File: config.mk
export PLATFORM = sky130hd
export DESIGN_NAME = sync_serial_xcvr
export DESIGN_NICKNAME = d
export VERILOG_FILES = /design/src/rtl/sxc_pkg.sv /design/src/rtl/sxc_clkgen.sv /design/src/rtl/sxc_txshift.sv /design/src/rtl/sxc_rxshift.sv /design/src/rtl/sync_serial_xcvr.sv
export SDC_FILE = /design/constraint.sdc
export NUM_CORES = 1
export LEC_CHECK = 0
export ABC_AREA = 1
export BUFFER_PORTS_ARGS = -buffer_cell sky130_fd_sc_hd__buf_4
export CAP_MARGIN = 10
export CORE_ASPECT_RATIO = 1.4
export CORE_MARGIN = 2
export CORE_UTILIZATION = 40
export DETAILED_ROUTE_END_ITERATION = 12
export PLACE_DENSITY = 0.63
export SYNTH_ARGS = -nofsm -noshare
export SYNTH_HDL_FRONTEND = slang
export SYNTH_HIERARCHICAL = 1
export SYNTH_SLANG_ARGS = --single-unit
File: constraint.sdc
create_clock -name clk -period 2.8 [get_ports clk]
set_input_delay 0.56 -clock clk [delete_from_list [all_inputs] [get_ports clk]]
set_output_delay 0.56 -clock clk [all_outputs]
set_load 0.01 [all_outputs]
File: src/rtl/sxc_pkg.sv
// Shared types for the clock-synchronous serial transceiver.
package sxc_pkg;
    // Transfer sequencer: idle, shifting bits, closing high phase.
    typedef enum logic [1:0] {
        XS_IDLE  = 2'd0,
        XS_SHIFT = 2'd1,
        XS_TAIL  = 2'd2
    } xfer_st_t;
endpackage

File: src/rtl/sxc_clkgen.sv
// Serial clock source. In internal mode, a divider ticks every div_half+2
// system clocks while a transfer runs, and the serial clock toggles on
// those ticks while shifting. In external mode, sck_in passes through a
// two-flop synchroniser and its edges become events.
// Assumes sck_in idles high and each external phase lasts at least 3 clocks.
module sxc_clkgen #(
    parameter int DIV_W = 4
) (
    input  logic             clk,
    input  logic             rst_n,
    input  logic             ext_mode,
    input  logic             run,
    input  logic             shifting,
    input  logic [DIV_W-1:0] div_half,
    input  logic             sck_in,
    output logic             tick,
    output logic             fall_evt,
    output logic             rise_evt,
    output logic             sck_int
);
    localparam int CW = DIV_W + 1;

    logic [CW-1:0] cnt;
    logic [CW-1:0] lim;
    logic [2:0]    ext_sync;

    assign lim  = CW'(div_half) + CW'(1);
    assign tick = run && !ext_mode && (cnt == lim);

    // Half-period counter, held at zero while no transfer runs.
    always_ff @(posedge clk) begin
        if (!rst_n || !run) cnt <= '0;
        else if (cnt == lim) cnt <= '0;
        else cnt <= cnt + CW'(1);
    end

    // Internal serial clock level: toggles on ticks while shifting, else high.
    always_ff @(posedge clk) begin
        if (!rst_n || !shifting) sck_int <= 1'b1;
        else if (tick) sck_int <= !sck_int;
    end

    // External clock synchroniser and edge history.
    always_ff @(posedge clk) begin
        if (!rst_n) ext_sync <= 3'b111;
        else ext_sync <= {ext_sync[1:0], sck_in};
    end

    assign fall_evt = shifting && (ext_mode ? (ext_sync[2] && !ext_sync[1]) : (tick && sck_int));
    assign rise_evt = shifting && (ext_mode ? (!ext_sync[2] && ext_sync[1]) : (tick && !sck_int));
endmodule

File: src/rtl/sxc_txshift.sv
// Transmit shift register. A load takes a whole character, and each shift
// puts the lowest remaining bit on the line. The line keeps its level
// between shifts, so it holds the last bit after a character ends.
module sxc_txshift #(
    parameter int DATA_W = 8
) (
    input  logic              clk,
    input  logic              rst_n,
    input  logic              clr,
    input  logic              load,
    input  logic [DATA_W-1:0] load_data,
    input  logic              shift,
    output logic              sd_out
);
    logic [DATA_W-1:0] sh;

    // Shift register contents: clear, load or shift right.
    always_ff @(posedge clk) begin
        if (!rst_n || clr) sh <= '0;
        else if (load) sh <= load_data;
        else if (shift) sh <= sh >> 1;
    end

    // Line driver: takes the current lowest bit on each shift.
    always_ff @(posedge clk) begin
        if (!rst_n) sd_out <= 1'b1;
        else if (shift && !load) sd_out <= sh[0];
    end
endmodule

File: src/rtl/sxc_rxshift.sv
// Receive shift register. Each sample enters at the top, so the first bit
// received ends up in bit 0. next_word is the character as it will look
// once the current sample has been taken.
module sxc_rxshift #(
    parameter int DATA_W = 8
) (
    input  logic              clk,
    input  logic              rst_n,
    input  logic              sample,
    input  logic              sd_in,
    output logic [DATA_W-1:0] next_word
);
    logic [DATA_W-1:0] sh;

    assign next_word = {sd_in, sh[DATA_W-1:1]};

    // Capture one bit per rising serial edge.
    always_ff @(posedge clk) begin
        if (!rst_n) sh <= '0;
        else if (sample) sh <= next_word;
    end
endmodule

File: src/rtl/sync_serial_xcvr.sv
// Clock-synchronous serial transceiver top. It holds the host-side
// registers and flags and sequences 8-bit transfers over the shared
// serial clock. Assumes single-cycle host strobes that are synchronous to clk.
module sync_serial_xcvr
    import sxc_pkg::*;
#(
    parameter int DATA_W = 8,
    parameter int DIV_W  = 4
) (
    input  logic              clk,
    input  logic              rst_n,
    input  logic              ext_mode,
    input  logic [DIV_W-1:0]  div_half,
    input  logic              tx_en,
    input  logic              rx_en,
    input  logic              wr_tdr,
    input  logic [DATA_W-1:0] wr_data,
    output logic              tdr_empty,
    input  logic              rd_rdr,
    output logic [DATA_W-1:0] rdr_data,
    output logic              rdr_full,
    input  logic              ovr_clr,
    output logic              ovr_flag,
    input  logic              sck_in,
    output logic              sck_out,
    output logic              sck_oe,
    input  logic              sd_in,
    output logic              sd_out
);
    localparam int BC_W = (DATA_W > 1) ? $clog2(DATA_W) : 1;

    xfer_st_t          state;
    logic [BC_W-1:0]   bit_cnt;
    logic              tx_act, rx_act;
    logic [DATA_W-1:0] tdr;
    logic              busy, shifting;
    logic              tick, fall_evt, rise_evt, sck_int;
    logic              start_tx, start_rx, start, keep, abort_x, last_rise, done, full_now;
    logic [DATA_W-1:0] rx_next;

    assign busy     = (state != XS_IDLE);
    assign shifting = (state == XS_SHIFT);
    assign start_tx = tx_en && !tdr_empty && !(rx_en && ovr_flag);
    assign start_rx = rx_en && !tx_en && !ovr_flag;
    assign start    = !busy && (start_tx || start_rx);
    assign keep     = (tx_act && tx_en) || (rx_act && rx_en);
    assign abort_x  = busy && !keep;
    assign last_rise = shifting && rise_evt && (bit_cnt == BC_W'(DATA_W - 1));
    assign done     = last_rise && rx_act && rx_en;
    assign full_now = rdr_full && !rd_rdr;

    assign sck_out = sck_int || !shifting;
    assign sck_oe  = !ext_mode;

    sxc_clkgen #(.DIV_W(DIV_W)) u_clk (
        .clk(clk), .rst_n(rst_n), .ext_mode(ext_mode), .run(busy),
        .shifting(shifting), .div_half(div_half), .sck_in(sck_in),
        .tick(tick), .fall_evt(fall_evt), .rise_evt(rise_evt), .sck_int(sck_int)
    );

    sxc_txshift #(.DATA_W(DATA_W)) u_tx (
        .clk(clk), .rst_n(rst_n), .clr(!tx_en), .load(start && start_tx),
        .load_data(tdr), .shift(fall_evt && tx_act && tx_en), .sd_out(sd_out)
    );

    sxc_rxshift #(.DATA_W(DATA_W)) u_rx (
        .clk(clk), .rst_n(rst_n), .sample(rise_evt && rx_act && rx_en),
        .sd_in(sd_in), .next_word(rx_next)
    );

    // Transfer sequencer: start, count rising edges, close or abort.
    always_ff @(posedge clk) begin
        if (!rst_n) begin
            state <= XS_IDLE;
            bit_cnt <= '0;
        end else begin
            case (state)
                XS_IDLE: if (start) begin
                    state <= XS_SHIFT;
                    bit_cnt <= '0;
                end
                XS_SHIFT: if (abort_x) state <= XS_IDLE;
                    else if (rise_evt) begin
                        bit_cnt <= bit_cnt + BC_W'(1);
                        if (last_rise) state <= ext_mode ? XS_IDLE : XS_TAIL;
                    end
                XS_TAIL: if (abort_x || tick || ext_mode) state <= XS_IDLE;
                default: state <= XS_IDLE;
            endcase
        end
    end

    // Per-transfer roles, latched at start and dropped when disabled.
    always_ff @(posedge clk) begin
        if (!rst_n) begin
            tx_act <= 1'b0;
            rx_act <= 1'b0;
        end else if (start) begin
            tx_act <= start_tx;
            rx_act <= rx_en;
        end else begin
            if (!tx_en) tx_act <= 1'b0;
            if (!rx_en) rx_act <= 1'b0;
        end
    end

    // Transmit holding register and its empty flag.
    always_ff @(posedge clk) begin
        if (!rst_n) begin
            tdr <= '0;
            tdr_empty <= 1'b1;
        end else begin
            if (wr_tdr) tdr <= wr_data;
            if (!tx_en) tdr_empty <= 1'b1;
            else if (wr_tdr) tdr_empty <= 1'b0;
            else if (start && start_tx) tdr_empty <= 1'b1;
        end
    end

    // Receive register, full flag and overrun flag.
    always_ff @(posedge clk) begin
        if (!rst_n) begin
            rdr_data <= '0;
            rdr_full <= 1'b0;
            ovr_flag <= 1'b0;
        end else begin
            if (done && !full_now) begin
                rdr_data <= rx_next;
                rdr_full <= 1'b1;
            end else if (rd_rdr) rdr_full <= 1'b0;
            if (done && full_now) ovr_flag <= 1'b1;
            else if (ovr_clr) ovr_flag <= 1'b0;
        end
    end
endmodule

==> results.txt <==
The flow ran to the end, and the final reports show no timing, DRC or antenna violations. In this run the most critical hold path is launched from u_clk/ext_sync[0]. The net switching fraction of the power came out at 25.7%. Setup repair after global routing left no endpoint under its margin. The post-CTS setup buffer count is 0.

Across the whole layout, storage elements account for 1020 um^2. Summing all multi-input logic gate instances after layout gives 1130 um^2. The total negative slack came out at 0 ns.

The net count after synthesis is 371. The number of hold-slack violations in the final timing report came out at 0. The worst setup path is launched from an input pin.

The congestion estimate from routability-driven global placement came to 0.854. The total instance count after detailed placement is 446. For this block, the routed nets add up to 4670 um of wire. For this run, the register share of the synthesized area comes to 42.5%. The leakage power figure came out at 1.33 nW. The worst hold path belongs to the class reg2reg.

Across the VDD grid, the largest voltage drop is 349 uV. STA classifies the critical path endpoint as a flop. The async set or reset register ratio after synthesis is 0%.

The overall die area came out at 6650 um^2. The proportion of power drawn by the clock network is 31.9%. The total area inside the core boundary comes to 5820 um^2.

36 I/O pins were placed. The tool flagged a number of max-cap violations equal to 0. Power spread over the standard cell area amounts to 468 nW/um^2.

For the worst-skew pair, the clock arrives at the later sink with an insertion delay of 0.30 ns. Buffers inserted during clock tree synthesis total 5. Combinational logic is responsible for 10.5% of the overall power. Summed over all nets, the switching power comes to 0.337 mW. The global router's overall resource usage is 14.9%. After technology mapping, the gate count stands at 345.

The number of buffers inserted for hold repair after clock tree synthesis came out at 0. After layout, the worst path uses 84.5% of the clock period. In this run the clock root is driven by a sky130_fd_sc_hd__clkbuf_8. The total of endpoints with negative setup slack in the final report is 0. The clock tree from TritonCTS is built.

Each instance of the synthesized netlist takes up on average 6.96 um^2. The number of synthesized flops with an enable pin is 0. The startpoint of the worst setup timing path is div_half[0]. The number of register bits inferred by synthesis came out at 51. The relative area change from synthesis to final layout came out at 16.9%. At the worst endpoint, the required time is 2.98 ns. The count of inserted antenna diode cells came out at 0. The via count of the first global-routing pass is 1964. The remaining antenna violation count is 0.

The number of H-tree levels came out at 2. The slew at the pin closest to its max-slew limit came out at 0.555 ns. The total count of max-transition violations in the final report came to 0. The iteration count of the initial detailed-routing pass is 4.

Dividing the detail-routed wire length by the instance count gives 10.3 um. The initial antenna violation count is 0. The post-detailed-route DRC marker count came out at 0. Of all nets on the critical path, the largest fanout is 10. The floorplan die height came out at 95.7 um. The data arrival time of the critical path is 2.55 ns. The summed instance area of the synthesized netlist is 2400 um^2. The shortest clock period the worst path allows after layout came out at 2.37 ns. The first-pass GRT wire length came out at 8120 um.

Yosys mapped the design onto 30 distinct sky130hd cell types. The detailed-route via count is 2118. The number of design-rule violations left by the first detailed-router iteration is 82. After detailed routing, the number of vias per cell comes to 4.67.

The share of power burned in registers came out at 57.6%. The relative slew slack is 62.9%. The layout cell share with drive strength beyond 1 is 16.4%. For this run, the leading register cell type out of synthesis is sky130_fd_sc_hd__dfxtp_1. Clock-pin slew was measured on the worst setup and hold paths at 0.09 ns.

The count of clock tree sinks is 51. The pre-CTS worst setup slack is 0.0812 ns. The count of warnings emitted by yosys is 6.

The number of inserted filler cells in the final layout came out at 599. The number of gates resized after CTS was 0. The timing-limited maximum frequency is 0.422 GHz. The row count is 33.

In this run the deepest clock path goes through 2 buffers. Detailed placement finished with a half-perimeter wire length of 3470 um. Buffers placed on the I/O ports in this run total 35. The overall overflow remaining after global route is 0. Internal power comes to 0.977 mW. The worst clock skew on the final layout is 0.00820 ns. In this run the critical register-to-register path is launched from u_clk/cnt[3]. The final net count came out at 409.

The worst setup path is of the in2reg kind. The final worst-path setup slack came out at 0.433 ns. Once layout is complete, the cells apart from fillers number 454. The final core utilization came out at 48.2%.

The initial cell density of the core came out at 41.2%. Entering global routing, the biggest net connects 30 pins. The chip width came out at 69.5 um.
-- synthesized netlist by cell type, types with 2 or more instances --
cell | number | area, um^2
sky130_fd_sc_hd__buf_6 | 3 | 33.8
sky130_fd_sc_hd__nor2_2 | 3 | 18.8
sky130_fd_sc_hd__inv_1 | 50 | 188
sky130_fd_sc_hd__a21oi_1 | 16 | 80.1
sky130_fd_sc_hd__nor2_1 | 49 | 184
sky130_fd_sc_hd__dfxtp_1 | 51 | 1020
sky130_fd_sc_hd__nand3_1 | 42 | 210
sky130_fd_sc_hd__ha_1 | 4 | 50.1
sky130_fd_sc_hd__o21ai_0 | 11 | 55.1
sky130_fd_sc_hd__or2_2 | 2 | 12.5
sky130_fd_sc_hd__xor2_1 | 2 | 17.5
sky130_fd_sc_hd__nand2_1 | 87 | 327
sky130_fd_sc_hd__clkbuf_1 | 2 | 7.51
sky130_fd_sc_hd__nand4_1 | 2 | 12.5
sky130_fd_sc_hd__a21boi_0 | 2 | 15.0
sky130_fd_sc_hd__nand3b_1 | 2 | 15.0
sky130_fd_sc_hd__a21oi_2 | 2 | 17.5
sky130_fd_sc_hd__nand2_2 | 3 | 18.8
-- logic make-up after synthesis --
group                    after synthesis  share of synthesized area, %
AND/OR/NAND/NOR                      196                          36.6
flip-flops                            51                          42.5
buffers and inverters                 59                          10.4
AO/OA/AOI/OAI                         32                          7.30
XOR/XNOR                               3                          1.09
adder cells (fa/ha/maj)                4                          2.08
-- final timing paths --
kind / to / slack (ns) / depth (start not counted)
worst min register to register: u_clk/ext_sync[1] / 0.41 / 2
worst min-delay path: u_clk/ext_sync[1] / 0.41 / 2
worst max register to register: rdr_data[0] / 0.66 / 11
worst max-delay path: rdr_data[0] / 0.43 / 15
-- worst max-delay path: stages --
cell and delay, ns:
sky130_fd_sc_hd__buf_4 0.12, sky130_fd_sc_hd__ha_1 0.28, sky130_fd_sc_hd__inv_1 0.04, sky130_fd_sc_hd__nand2_1 0.05
sky130_fd_sc_hd__nand2_1 0.06, sky130_fd_sc_hd__nor2_2 0.11, sky130_fd_sc_hd__nand2_2 0.06, sky130_fd_sc_hd__nor2_4 0.12
sky130_fd_sc_hd__nand4_2 0.11, sky130_fd_sc_hd__a21oi_2 0.18, sky130_fd_sc_hd__nand2_1 0.14, sky130_fd_sc_hd__nor3_4 0.41
sky130_fd_sc_hd__nand2_4 0.15, sky130_fd_sc_hd__nand2_1 0.09, sky130_fd_sc_hd__a21oi_1 0.06
-- registers in the layout, indices dropped and copies added (netlist names), 2 cells and up --
signal	cells
rdr_data	8
bit_cnt	3
u_clk/ext_sync	3
u_clk/cnt	5
state	2
u_rx/sh	7
u_tx/sh	8
tdr	8
-- placed cells by master, fill, tap and decap left out, types with 3 or more instances in the layout --
master                     instances
sky130_fd_sc_hd__inv_1            50
sky130_fd_sc_hd__nor2_2            3
sky130_fd_sc_hd__nor2_1           49
sky130_fd_sc_hd__nand3_1          42
sky130_fd_sc_hd__clkbuf_8          5
sky130_fd_sc_hd__buf_4            38
sky130_fd_sc_hd__nand2_2           3
sky130_fd_sc_hd__o21ai_0          11
sky130_fd_sc_hd__dfxtp_1          51
sky130_fd_sc_hd__nand2_1          87
sky130_fd_sc_hd__ha_1              4
sky130_fd_sc_hd__a21oi_1          16
-- per-layer routing --
metal  routed length, um  vias up  track usage [%]
li1                    -     1144                -
met5                   0        -                0
met2                2240       28             27.1
met3                 170        6             3.70
met1                2210      940             17.3
met4                  49        0             3.92
-- power groups by stage --
stage | logic [mW] | registers [mW] | clock network [mW]
final | 0.139 | 0.756 | 0.419
after global routing | 0.161 | 0.759 | 0.465
after CTS | 0.140 | 0.757 | 0.434
after detailed placement | 0.140 | 0.774 | 0
after global placement | 0.138 | 0.773 | 0
after floorplan | 0.0899 | 0.771 | 0
-- metrics by stage --
step / power, mW / area [um^2] / hold slack (ns)
after floorplan: 0.860 / 2400 / 0.380
after global placement: 0.911 / 2720 / 0.386
after detailed placement: 0.913 / 2720 / 0.393
after CTS: 1.33 / 2810 / 0.416
after global routing: 1.38 / 2810 / 0.427
final: 1.31 / 2810 / 0.411
-- area by class of cell --
class,count,area share [%]
Sequential cell,51,36.4
Timing Repair Buffer,38,10.2
Clock inverter,3,0.668
Inverter,52,6.95
Tap cell,70,3.12
Clock buffer,5,2.45
Multi-Input combinational cell,235,40.3
No activity file was read; power rests on OpenSTA's default activity.
